## src/rtl/uart_osr_pkg.sv

```systemverilog
package uart_osr_pkg;

   typedef enum logic [1:0] {
      RX_IDLE  = 2'd0,
      RX_START = 2'd1,
      RX_DATA  = 2'd2,
      RX_STOP  = 2'd3
   } rx_phase_e;

   function automatic logic maj3(input logic a, input logic b, input logic c);
      return (a & b) | (a & c) | (b & c);
   endfunction

endpackage

```

## src/rtl/uart_osr_sync.sv

```systemverilog
module uart_osr_sync #(
   parameter int   STAGES    = 2,
   parameter logic RESET_VAL = 1'b1
) (
   input  logic clk,
   input  logic rst_n,
   input  logic d_i,
   output logic q_o
);
   generate
      if (STAGES < 1) begin : g_bad_stages
         $error("uart_osr_sync: STAGES must be at least 1");
      end
   endgenerate

   logic [STAGES-1:0] chain_q;

   always_ff @(posedge clk or negedge rst_n) begin
      if (!rst_n) begin
         chain_q <= {STAGES{RESET_VAL}};
      end else begin
         chain_q[0] <= d_i;
         for (int i = 1; i < STAGES; i++) begin
            chain_q[i] <= chain_q[i-1];
         end
      end
   end

   assign q_o = chain_q[STAGES-1];
endmodule

```

## src/rtl/uart_osr_tickcnt.sv

```systemverilog
module uart_osr_tickcnt #(
   parameter int OSR   = 16,
   parameter int CNT_W = $clog2(OSR)
) (
   input  logic             clk,
   input  logic             rst_n,
   input  logic             clear_i,
   input  logic             tick_i,
   output logic [CNT_W-1:0] cnt_o
);
   localparam logic [CNT_W-1:0] LAST = CNT_W'(OSR - 1);

   generate
      if (OSR < 4) begin : g_bad_osr
         $error("uart_osr_tickcnt: OSR must be at least 4");
      end
      if (CNT_W != $clog2(OSR)) begin : g_bad_w
         $error("uart_osr_tickcnt: CNT_W does not match OSR");
      end
   endgenerate

   always_ff @(posedge clk or negedge rst_n) begin
      if (!rst_n) begin
         cnt_o <= '0;
      end else if (clear_i) begin
         cnt_o <= '0;
      end else if (tick_i) begin
         cnt_o <= (cnt_o == LAST) ? '0 : cnt_o + 1'b1;
      end
   end
endmodule

```

## src/rtl/uart_osr_vote.sv

```systemverilog
module uart_osr_vote #(
   parameter int OSR   = 16,
   parameter int CNT_W = $clog2(OSR)
) (
   input  logic             clk,
   input  logic             rst_n,
   input  logic             tick_i,
   input  logic [CNT_W-1:0] cnt_i,
   input  logic             line_i,
   output logic             decide_o,
   output logic             bit_o
);
   import uart_osr_pkg::*;

   localparam logic [CNT_W-1:0] POS_A = CNT_W'(OSR / 2 - 1);
   localparam logic [CNT_W-1:0] POS_B = CNT_W'(OSR / 2);
   localparam logic [CNT_W-1:0] POS_C = CNT_W'(OSR / 2 + 1);

   generate
      if (OSR / 2 + 1 >= OSR) begin : g_bad_window
         $error("uart_osr_vote: vote window does not fit in a bit period");
      end
   endgenerate

   logic samp_a_q, samp_b_q;

   always_ff @(posedge clk or negedge rst_n) begin
      if (!rst_n) begin
         samp_a_q <= 1'b1;
         samp_b_q <= 1'b1;
      end else if (tick_i) begin
         if (cnt_i == POS_A) samp_a_q <= line_i;
         if (cnt_i == POS_B) samp_b_q <= line_i;
      end
   end

   assign decide_o = tick_i && (cnt_i == POS_C);
   assign bit_o    = maj3(samp_a_q, samp_b_q, line_i);
endmodule

```

## src/rtl/uart_osr_rx.sv

```systemverilog
module uart_osr_rx #(
   parameter int DATA_BITS   = 8,
   parameter int OSR         = 16,
   parameter int SYNC_STAGES = 2
) (
   input  logic                 clk,
   input  logic                 rst_n,
   input  logic                 rx_serial_i,
   input  logic                 os_tick_i,
   input  logic                 rx_en_i,
   output logic                 rx_valid_o,
   output logic [DATA_BITS-1:0] rx_data_o,
   output logic                 frame_err_o
);
   import uart_osr_pkg::*;

   localparam int CNT_W = $clog2(OSR);
   localparam int IDX_W = $clog2(DATA_BITS);
   localparam logic [IDX_W-1:0] LAST_IDX = IDX_W'(DATA_BITS - 1);

   generate
      if (DATA_BITS < 2) begin : g_bad_bits
         $error("uart_osr_rx: DATA_BITS must be at least 2");
      end
   endgenerate

   logic             line_s, line_prev_q, fall;
   logic [CNT_W-1:0] tick_cnt;
   logic             cnt_clear, decide, vbit;
   rx_phase_e        phase_q;
   logic [IDX_W-1:0] idx_q;
   logic [DATA_BITS-1:0] shift_q;

   uart_osr_sync #(.STAGES(SYNC_STAGES), .RESET_VAL(1'b1)) u_sync (
      .clk   (clk),
      .rst_n (rst_n),
      .d_i   (rx_serial_i),
      .q_o   (line_s)
   );

   always_ff @(posedge clk or negedge rst_n) begin
      if (!rst_n) line_prev_q <= 1'b1;
      else        line_prev_q <= line_s;
   end

   assign fall      = line_prev_q & ~line_s;
   assign cnt_clear = (phase_q == RX_IDLE) || !rx_en_i;

   uart_osr_tickcnt #(.OSR(OSR), .CNT_W(CNT_W)) u_cnt (
      .clk     (clk),
      .rst_n   (rst_n),
      .clear_i (cnt_clear),
      .tick_i  (os_tick_i),
      .cnt_o   (tick_cnt)
   );

   uart_osr_vote #(.OSR(OSR), .CNT_W(CNT_W)) u_vote (
      .clk      (clk),
      .rst_n    (rst_n),
      .tick_i   (os_tick_i),
      .cnt_i    (tick_cnt),
      .line_i   (line_s),
      .decide_o (decide),
      .bit_o    (vbit)
   );

   always_ff @(posedge clk or negedge rst_n) begin
      if (!rst_n) begin
         phase_q     <= RX_IDLE;
         idx_q       <= '0;
         shift_q     <= '0;
         rx_data_o   <= '0;
         rx_valid_o  <= 1'b0;
         frame_err_o <= 1'b0;
      end else begin
         rx_valid_o  <= 1'b0;
         frame_err_o <= 1'b0;
         if (!rx_en_i) begin
            phase_q <= RX_IDLE;
         end else begin
            unique case (phase_q)
               RX_IDLE: begin
                  if (fall) phase_q <= RX_START;
               end
               RX_START: begin
                  if (decide) begin
                     idx_q   <= '0;
                     phase_q <= vbit ? RX_IDLE : RX_DATA;
                  end
               end
               RX_DATA: begin
                  if (decide) begin
                     shift_q <= {vbit, shift_q[DATA_BITS-1:1]};
                     if (idx_q == LAST_IDX) phase_q <= RX_STOP;
                     else                   idx_q   <= idx_q + 1'b1;
                  end
               end
               RX_STOP: begin
                  if (decide) begin
                     if (vbit) begin
                        rx_valid_o <= 1'b1;
                        rx_data_o  <= shift_q;
                     end else begin
                        frame_err_o <= 1'b1;
                     end
                     phase_q <= RX_IDLE;
                  end
               end
               default: phase_q <= RX_IDLE;
            endcase
         end
      end
   end
endmodule

```

## config.mk

```make
export PLATFORM = sky130hd
export DESIGN_NAME = uart_osr_rx
export DESIGN_NICKNAME = d
export VERILOG_FILES = /design/src/rtl/uart_osr_pkg.sv /design/src/rtl/uart_osr_sync.sv /design/src/rtl/uart_osr_tickcnt.sv /design/src/rtl/uart_osr_vote.sv /design/src/rtl/uart_osr_rx.sv
export SDC_FILE = /design/constraint.sdc
export NUM_CORES = 1
export LEC_CHECK = 0
export ABC_AREA = 1
export BUFFER_PORTS_ARGS = -buffer_cell sky130_fd_sc_hd__clkbuf_2
export CAP_MARGIN = 20
export CORE_MARGIN = 1.5
export CORE_UTILIZATION = 40
export CTS_CLUSTER_SIZE = 14
export DETAILED_ROUTE_END_ITERATION = 7
export PLACE_DENSITY = 0.67
export SLEW_MARGIN = 30
export SYNTH_ARGS = -nofsm -noshare
export SYNTH_HDL_FRONTEND = slang
export SYNTH_HIERARCHICAL = 1
export SYNTH_SLANG_ARGS = --single-unit
```

## constraint.sdc

```tcl
create_clock -name clk -period 1.83 [get_ports clk]
set_clock_uncertainty 0.15 [all_clocks]
set_input_delay 0.0915 -clock clk [delete_from_list [all_inputs] [get_ports clk]]
set_output_delay 0.0915 -clock clk [all_outputs]
set_load 0.05 [all_outputs]
```

==> reports/metrics.cfg <==
[clocking]
clkTransAtPathRegs_ns=0.10
clkLatencyLatePin_ns=0.33
cts.path.max_buffers=2
cts_tree=built
numCtsBuffers=5
ctsRootBufferMaster=clkbuf_4
cts_htree_levels=2
cts_setup_buffers=0
clkSinkCount=32

[setup_path]
path_delay_family=buffers and inverters
path_cells=dlygate4sd3_1 > clkbuf_2 > nand2_1 > nor3b_4 > nand2_2 > nor3_4 > buf_4 > nand2_1 > o21ai_0
worstPathArrival_ns=1.77
slowest_stage=dlygate4sd3_1
path_buf_inv=3
critPathMaxFanout=17
cpMostUsedCell=nand2_1
cp-end-kind=flip-flop
critPathKind=in2reg
required_ns=1.93
start_kind=input pin
max_stage_delay_ns=0.52

[synthesis]
yosysTopAreaCellShare=0.462
synth-async-reset-ratio=1.00
synth_nets=173
synth_edf_count=0
synth_top_area_cell=dfrtp_1
ys_ff_latch=32
synthesis.area_sq_um=1460
seq_area_frac_synth=0.552
yosys_warnings=6
syn-instance-count=165
synth_top_flop_cell=dfrtp_1
synth_cell_types=25
synthTopCellsByArea=dfrtp_1, nand2_1, dfstp_2
avgSynthCellArea_sq_um=8.86

[floorplan]
io_pins=15
dieWidth_um=63.4
die_area_sq_um=4030
initial_utilization=0.428
core_area_sq_um=3420
rows=21
die-height_um=63.4

[global_route]
grt.met1_usage=0.177
grt_use_total=0.150
antenna_found_initial=0
grt_first_pass_wirelength_um=4730
grt_start_max_net_pins=33
use_met2=0.257
met3_usage=0.0321
grt_pass1_vias=1108
busiest_layer=met2
overflow=0

[timing]
max_slew_margin=0.487
rsz0062_at_grt=no
fin_crit_ns=1.68
period_share=0.917
finalSetupTns_ns=0
setup_viol=0
slew_violations=0
hold-worst-slack_ns=0.203
max_slew.worst_pin.slew_ns=0.769
max_freq_ghz=0.596
layout_setup_ws_ns=0.152
hold_viol=0

[job]
drv_cap=0

[placement]
dp_slack_ns=0.107
io_buffers=14
placed_cells=227
place_congestion=0.724
dp_hpwl_um=1860

[cells_and_area]
final_cell_mix=nand2_1, dfrtp_1, inv_1
multi_input_area_sq_um=552
fillers=350
nNetsFinal=200
drive_gt1_frac=0.228
layout_commonest_cell=nand2_1
antennaDiodeCount=0
stdcell_count=239
register_area_sq_um=808
areaGrowthSynthToFinish_pct=19.0

[detailed_routing]
drtPass1Iterations=4
vias=1123
antenna_left=0
routedWlPerCell_um=10.7
wl_um=2570
drc=0
vias_per_cell=4.70
dr.first_iter.drc_count=63

[power]
irDropWorstVdd_mv=0.508
leakage_nw=0.905
power_density_nw_per_um2=914

[min_path]
hold_path.class=in2async

[run_status]
status=completed

## worst reg2reg max path: cells and delay by family (launching register included)
kind,cells,cell delay (ns)
buf+inv,1,0.21
simple gates,5,0.72
compound gates,1,0.08
flops,1,0.40
## report_power, final
| group | internal, mW | total (mW) | switching, mW |
|---|---|---|---|
| clock network | 0.363 | 0.599 | 0.236 |
| logic | 0.0692 | 0.198 | 0.129 |
| registers | 0.742 | 0.794 | 0.0515 |
## flip-flops by register name, summed over array words and instances, names as in the netlist
signal           count
u_sync/chain_q       2
shift_q              8
idx_q                3
phase_q              2
u_vote/samp_a_q      1
frame_err_o          1
line_prev_q          1
rx_data_o            8
u_cnt/cnt_o          4
u_vote/samp_b_q      1
rx_valid_o           1
## stage by stage
stage | util | cell area, sq um | power, mW
after floorplan | - | 1460 | 0.962
after global placement | 0.467 | 1600 | 0.990
after detailed placement | 0.467 | 1600 | 1.00
after CTS | 0.507 | 1730 | 1.61
after global routing | 0.509 | 1740 | 1.68
final | 0.509 | 1740 | 1.59
## what timing repair did
action / 4_1_cts / 5_1_grt
gates resized for setup: 0 / 2
endpoints found under the setup margin: 0 / 12
hold endpoints to repair: 33 / 0
hold buffers: 4 / 0
## path summary, 6_finish.rpt
check                      cells past startpoint                          end                         from  slack, ns
setup / recovery                               9     rx_data_o[0]$_DFFE_PN0P_                    os_tick_i       0.15
hold / removal                                 2     rx_data_o[2]$_DFFE_PN0P_                        rst_n       0.20
setup reg to reg                               7     rx_data_o[0]$_DFFE_PN0P_   u_cnt/cnt_o[2]$_DFFE_PN0P_       0.18
hold reg to reg                                0  u_sync/chain_q[1]$_DFF_PN1_  u_sync/chain_q[0]$_DFF_PN1_       0.21
max in group asynchronous                      2   u_cnt/cnt_o[0]$_DFFE_PN0P_                        rst_n       0.79
min in group clk                               0  u_sync/chain_q[1]$_DFF_PN1_  u_sync/chain_q[0]$_DFF_PN1_       0.21
## kinds of logic (layout without fill, tap and decap cells)
family | count (synthesis) | in the layout | share of synthesized area
flops | 32 | 32 | 0.552
buf+inv | 25 | 53 | 0.0745
simple gates | 87 | 87 | 0.277
compound gates | 17 | 17 | 0.0634
fa+ha+maj | 4 | 4 | 0.0325
## layer usage
layer / part of all wire / vias to the layer above
met2: 0.50 / 25
met4: 0.017 / 0
li1: - / 572
met1: 0.43 / 521
met5: 0 / -
met3: 0.046 / 5
## Yosys cell counts (3+ instances only)
| cell | instances |
|---|---|
| nand2_1 | 57 |
| dfrtp_1 | 27 |
| inv_1 | 21 |
| o21ai_0 | 13 |
| nand3_1 | 10 |
| nor2_1 | 6 |
| dfstp_2 | 5 |
| ha_1 | 3 |
## final cells by class
type                       instances  area share
clock inverter                     1      0.0173
inverter                          23      0.0496
multi-input combinational        108       0.317
tap                               46      0.0331
timing repair buffer              22      0.0806
clock buffer                       7      0.0374
sequential                        32       0.465
(Power assumes the default switching activity.)
